--- src/rtl/bru_pkg.sv ---
package bru_pkg;
   typedef enum logic [1:0] {
      KIND_LIT   = 2'd0,
      KIND_RUN   = 2'd1,
      KIND_EMPTY = 2'd2
   } kind_e;
endpackage

--- src/rtl/bru_decode.sv ---
module bru_decode
   import bru_pkg::*;
#(
   parameter int LIT_W = 7
) (
   input  logic [LIT_W:0]   byte_i,
   output kind_e            kind_o,
   output logic             run_val_o,
   output logic [LIT_W-1:0] lit_o,
   output logic [LIT_W-1:0] len_o
);
   localparam int LEN_W = LIT_W - 1;

   generate
      if (LIT_W < 2) begin : g_bad_width
         $error("bru_decode: LIT_W must be at least 2");
      end
   endgenerate

   logic [LEN_W-1:0] run_len;
   assign run_len = byte_i[LEN_W-1:0];

   always_comb begin
      lit_o     = byte_i[LIT_W-1:0];
      run_val_o = byte_i[LIT_W-1];
      if (!byte_i[LIT_W]) begin
         kind_o = KIND_LIT;
         len_o  = LIT_W[LIT_W-1:0];
      end else if (run_len == '0) begin
         kind_o = KIND_EMPTY;
         len_o  = '0;
      end else begin
         kind_o = KIND_RUN;
         len_o  = {1'b0, run_len};
      end
   end
endmodule

--- src/rtl/bru_engine.sv ---
module bru_engine
   import bru_pkg::*;
#(
   parameter int LIT_W = 7
) (
   input  logic             clk,
   input  logic             rst,
   input  logic             load_i,
   input  logic             is_run_i,
   input  logic             run_val_i,
   input  logic [LIT_W-1:0] lit_i,
   input  logic [LIT_W-1:0] len_i,
   input  logic             out_ready_i,
   output logic             out_valid_o,
   output logic             out_bit_o,
   output logic             last_o,
   output logic             fire_o
);
   localparam int RUN_MAX = (1 << (LIT_W - 1)) - 1;
   localparam int CNT_MAX = (RUN_MAX > LIT_W) ? RUN_MAX : LIT_W;

   logic             busy;
   logic             is_run;
   logic             run_val;
   logic [LIT_W-1:0] shreg;
   logic [LIT_W-1:0] remain;

   assign out_valid_o = busy;
   assign out_bit_o   = is_run ? run_val : shreg[LIT_W-1];
   assign fire_o      = busy & out_ready_i;
   assign last_o      = (remain == LIT_W'(1));

   always_ff @(posedge clk) begin
      if (rst) begin
         busy    <= 1'b0;
         is_run  <= 1'b0;
         run_val <= 1'b0;
         shreg   <= '0;
         remain  <= '0;
      end else if (load_i) begin
         busy    <= 1'b1;
         is_run  <= is_run_i;
         run_val <= run_val_i;
         shreg   <= lit_i;
         remain  <= len_i;
      end else if (fire_o) begin
         remain <= remain - LIT_W'(1);
         shreg  <= {shreg[LIT_W-2:0], 1'b0};
         if (last_o) busy <= 1'b0;
      end
   end

   // a stalled bit is held
   assert_stall_hold_R6: assert property (@(posedge clk) disable iff (rst)
      (busy && !out_ready_i) |=> (busy && $stable(out_bit_o)));

   // a byte is loaded only when nothing earlier is still pending
   assert_load_order_R5: assert property (@(posedge clk) disable iff (rst)
      load_i |-> (!busy || (fire_o && last_o)));

   // the pending count stays inside the legal range
   assert_count_range_R3: assert property (@(posedge clk) disable iff (rst)
      busy |-> (remain != '0 && int'(remain) <= CNT_MAX));
endmodule

--- src/rtl/bru_bitcount.sv ---
module bru_bitcount #(
   parameter int CNT_W = 24
) (
   input  logic             clk,
   input  logic             rst,
   input  logic             inc_i,
   output logic [CNT_W-1:0] count_o
);
   generate
      if (CNT_W < 1) begin : g_bad_cnt
         $error("bru_bitcount: CNT_W must be positive");
      end
   endgenerate

   always_ff @(posedge clk) begin
      if (rst)        count_o <= '0;
      else if (inc_i) count_o <= count_o + CNT_W'(1);
   end
endmodule

--- src/rtl/bitrun_unpacker.sv ---
module bitrun_unpacker
   import bru_pkg::*;
#(
   parameter int LIT_W = 7,
   parameter int CNT_W = 24
) (
   input  logic             clk,
   input  logic             rst,
   input  logic             in_valid,
   output logic             in_ready,
   input  logic [LIT_W:0]   in_byte,
   output logic             out_valid,
   input  logic             out_ready,
   output logic             out_bit,
   output logic [CNT_W-1:0] bit_count,
   output logic             err_zero_run
);
   kind_e            kind;
   logic             run_val;
   logic [LIT_W-1:0] lit;
   logic [LIT_W-1:0] len;
   logic             last;
   logic             fire;
   logic             accept;
   logic             load;

   bru_decode #(.LIT_W(LIT_W)) u_decode (
      .byte_i    (in_byte),
      .kind_o    (kind),
      .run_val_o (run_val),
      .lit_o     (lit),
      .len_o     (len)
   );

   assign in_ready = !out_valid || (fire && last);
   assign accept   = in_valid && in_ready;
   assign load     = accept && (kind != KIND_EMPTY);

   bru_engine #(.LIT_W(LIT_W)) u_engine (
      .clk         (clk),
      .rst         (rst),
      .load_i      (load),
      .is_run_i    (kind == KIND_RUN),
      .run_val_i   (run_val),
      .lit_i       (lit),
      .len_i       (len),
      .out_ready_i (out_ready),
      .out_valid_o (out_valid),
      .out_bit_o   (out_bit),
      .last_o      (last),
      .fire_o      (fire)
   );

   bru_bitcount #(.CNT_W(CNT_W)) u_count (
      .clk     (clk),
      .rst     (rst),
      .inc_i   (fire),
      .count_o (bit_count)
   );

   always_ff @(posedge clk) begin
      if (rst)                                err_zero_run <= 1'b0;
      else if (accept && kind == KIND_EMPTY)  err_zero_run <= 1'b1;
   end

   // an empty run byte produces no bit
   assert_empty_silent_R4: assert property (@(posedge clk) disable iff (rst)
      (accept && kind == KIND_EMPTY) |=> (!out_valid && err_zero_run));

   // the error flag is sticky
   assert_err_sticky_R9: assert property (@(posedge clk) disable iff (rst)
      err_zero_run |=> err_zero_run);

   // each output handshake advances the count by one
   assert_count_step_R7: assert property (@(posedge clk) disable iff (rst)
      (out_valid && out_ready) |=> (bit_count == $past(bit_count) + CNT_W'(1)));
endmodule

--- config.mk ---
export PLATFORM = sky130hd
export DESIGN_NAME = bitrun_unpacker
export DESIGN_NICKNAME = d
export VERILOG_FILES = /design/src/rtl/bru_pkg.sv /design/src/rtl/bru_decode.sv /design/src/rtl/bru_engine.sv /design/src/rtl/bru_bitcount.sv /design/src/rtl/bitrun_unpacker.sv
export SDC_FILE = /design/constraint.sdc
export NUM_CORES = 1
export LEC_CHECK = 0
export CORE_MARGIN = 3
export CORE_UTILIZATION = 56
export DETAILED_ROUTE_END_ITERATION = 12
export MAX_ROUTING_LAYER = met4
export PLACE_DENSITY = 0.85
export SLEW_MARGIN = 20
export SYNTH_ARGS = -nofsm -noshare
export SYNTH_HDL_FRONTEND = slang
export SYNTH_SLANG_ARGS = --single-unit
--- constraint.sdc ---
create_clock -name clk -period 5.9 [get_ports clk]
set_clock_uncertainty 0.2 [all_clocks]
set_input_delay 1.18 -clock clk [delete_from_list [all_inputs] [get_ports clk]]
set_output_delay 1.18 -clock clk [all_outputs]
set_load 0.02 [all_outputs]
==> key figures <==
Outcome
  – Status: complete, no violations

Worst hold path
  – Min-delay worst type: reg2reg
  – Hold Path Sink: u_engine.run_val$_SDFFE_PP0N_
  – Hold Path Stages: 2
  – HP Start: u_engine.run_val$_SDFFE_PP0N_

STA
  – RSZ-0062 raised after global routing: false
  – Setup slack after layout: 1.868 ns
  – Slew HR: 0.3020
  – Setup violations, final: 0
  – F_max: 248.0 MHz
  – Max-slew violations: 0
  – Hold Slack: 0.2864 ns
  – Final Hold Vio Count: 0
  – Minimum clock period: 4.032 ns
  – Tightest Pin Transition: 1.044 ns
  – Setup_tns: 0 ns
  – Fin crit share: 0.6834

Final layout
  – ANT cells: 0
  – Most frequent cells in the layout: dfxtp_1, clkdlybuf4s50_1, nand2_1, a21oi_1, nor2_1
  – Share of layout cells above drive strength 1: 0.06316
  – Nets: 299
  – P&R area growth vs syn: 21.32%
  – Most common cell after layout, fill and taps aside: dfxtp_1
  – Post-Layout Cell Count: 333

Clock network
  – # hold bufs at CTS: 0
  – CTS clk-pin slew, worst paths: 0.07 ns
  – H-tree Lvls: 2
  – Post-CTS setup buffer count: 0
  – CTS tree: built
  – Post-CTS Resized: 0
  – CTS Buffer Depth: 2
  – Root Driver: clkbuf_8
  – Clock latency on the worst-skew pair: 0.29 ns
  – CTS Sinks: 42
  – Total CTS buffers: 5

Synth
  – Top_reg_cell synth: dfxtp_1
  – Synth Warn #: 0
  – Yosys reg bits: 42
  – Synth Net Count: 268
  – Syn Inst Count: 253
  – Synth Area per Inst: about 8.6 um^2
  – Area of the mapped netlist: 0.002177 mm^2
  – EDFF count, synth: 0
  – Count of cell types in the netlist: 44
  – Part of the Yosys area used for sequential elements: 0.3862
  – Asr flop ratio synth: 0

Placed design
  – DP HPWL: approximately 3400 um
  – Cells after DPL: 324
  – GPL Wtd Cong: 0.8243
  – Post-place setup slack: 1.894 ns
  – PortBufs: 39

Floorplan
  – Area of the core: around 0.0037 mm^2
  – Chip Width: 68.35 um
  – Die area: around 0.0047 mm^2
  – Vert. Die Dim: 68.35 um
  – Initial core utilization: 0.5859
  – # IOs: 40
  – FP Rows: 22

Power and ir drop
  – Pleak: 0.8962 nW
  – Final Power: 0.5965 mW
  – Power Dens Cells: 225.8 mW/mm^2
  – Peak supply drop: 0.0002051 V

Global route
  – Initial antenna violation count: 0
  – Largest net degree at the start of global routing: 30
  – Vias in the first global route: 1836
  – First-pass GRT wire length: 8100 um
  – Gr usage total: 0.2334
  – Gr ovfl total: 0

Setup path
  – CP required: 4.52 ns
  – R2r setup slk: around 3.5 ns
  – Worst Reg-to-Reg Cells: 7
  – CP arrival: 2.65 ns
  – Critical R2R Launch: u_engine.remain[1]$_SDFFE_PP0P_
  – Crit-path most repeated cell: clkdlybuf4s50_1
  – Crit path max fanout: 8
  – Top delay family on crit path: buffers and inverters
  – WP buf/inv: 2
  – Crit path launch type: input port
  – Setup crit end kind: primary output
  – Crit-path cells: clkdlybuf4s50_1 -> nand4b_1 -> nand2_1 -> clkdlybuf4s50_1
  – Critical-path top delay cell: clkdlybuf4s50_1
  – Crit path kind: in2out
  – Reg2Reg Capture Point: u_engine.shreg[2]$_SDFFE_PP0P_
  – Max stage delay on crit path: 0.61 ns

Detailed routing
  – Avg WL per Cell: 14.83 um
  – Drt first pass iters: 4
  – DRC Markers: 0
  – DRT Wirelength: 4937 um
  – Routed vias/inst: ~6
  – DR vias: 2034
  – Antenna Nets Post-Route: 0
  – Initial DRC count: 127

Job
  – Max-Cap Viols: 0
[registers in the layout, summed over array words and instances (netlist names)]
register / cells
u_engine.remain: 7
u_engine.is_run: 1
u_engine.out_valid_o: 1
u_engine.shreg: 7
u_count.count_o: 24
u_engine.run_val: 1
err_zero_run: 1
[report_power, final]
group / internal, mW / switching (mW)
clock: 0.0945 / 0.0969
combinational: 0.0416 / 0.0516
sequential: 0.297 / 0.0151
[how the worst max path moves through the flow]
stage / cells past startpoint / slack [ns] / startpoint / end
after global placement: 4 / 1.90 / out_ready / in_ready
final: 4 / 1.87 / out_ready / in_ready
after CTS: 4 / 1.87 / out_ready / in_ready
after detailed placement: 4 / 1.89 / out_ready / in_ready
after global routing: 4 / 1.80 / out_ready / in_ready
after floorplan: 2 / 3.08 / out_ready / in_ready
[worst register-to-register path, cell delays in order (launching register included)]
cell	delay, ns
dfxtp_1	0.38
inv_1	0.08
ha_1	0.20
and4b_1	0.22
a21oi_1	0.59
clkbuf_2	0.31
nor3_1	0.07
a311oi_1	0.26
[through the flow]
step | utilization | cell area (um^2)
after global routing | 0.7108 | 2641
after global placement | 0.6848 | 2545
final | 0.7108 | 2641
after CTS | 0.7094 | 2636
after detailed placement | 0.6848 | 2545
after floorplan | - | 2177
[synthesized netlist by cell type, types with 3 or more instances]
master    count  area, um^2
a211oi_1      5       37.54
a21o_1        3       22.52
a21oi_1      20       100.1
a311oi_1      6       52.55
a31oi_1       3       18.77
and2_1        3       18.77
and3_1        3       18.77
buf_2         6       30.03
clkbuf_1      8       30.03
dfxtp_1      42       840.8
ha_1          3       37.54
inv_1         6       22.52
nand2_1      23       86.33
nand3_1      16       80.08
nand4_1       9       56.30
nor2_1       19       71.32
nor3_1        9       45.04
o21ai_0       5       25.02
o31ai_1       9       67.56
or3_1         3       18.77
or4_1         9       67.56
xor2_1       10       87.58
[logic make-up after synthesis]
family	after synthesis	synth area share
XOR/XNOR	12	0.04828
multiplexers	3	0.01494
flip-flops	42	0.3862
buffers and inverters	23	0.05173
adder cells (fa/ha/maj)	3	0.01724
AND/OR/NAND/NOR	110	0.2989
AO/OA/AOI/OAI	60	0.1828
[metal layers]
metal / up-vias / routed length (um) / track usage
li1: 1019 / - / -
met1: 944 / 2318 / 0.2806
met2: 67 / 2349 / 0.3815
met3: 4 / 237 / 0.05747
met4: 0 / 31 / 0.07692
met5: - / 0 / -
[cell type report]
| cell class | instances | area (um^2) |
|---|---|---|
| multi-input cells | 188 | 1224 |
| clock buffers | 7 | 86.33 |
| flip-flops and latches | 42 | 840.8 |
| fillers | 310 | 1075 |
| well taps | 48 | 60.06 |
| clock inverters | 1 | 5.005 |
| repair buffers | 41 | 402.9 |
| inverters | 6 | 22.52 |
Power figures use the tool's default switching activity.
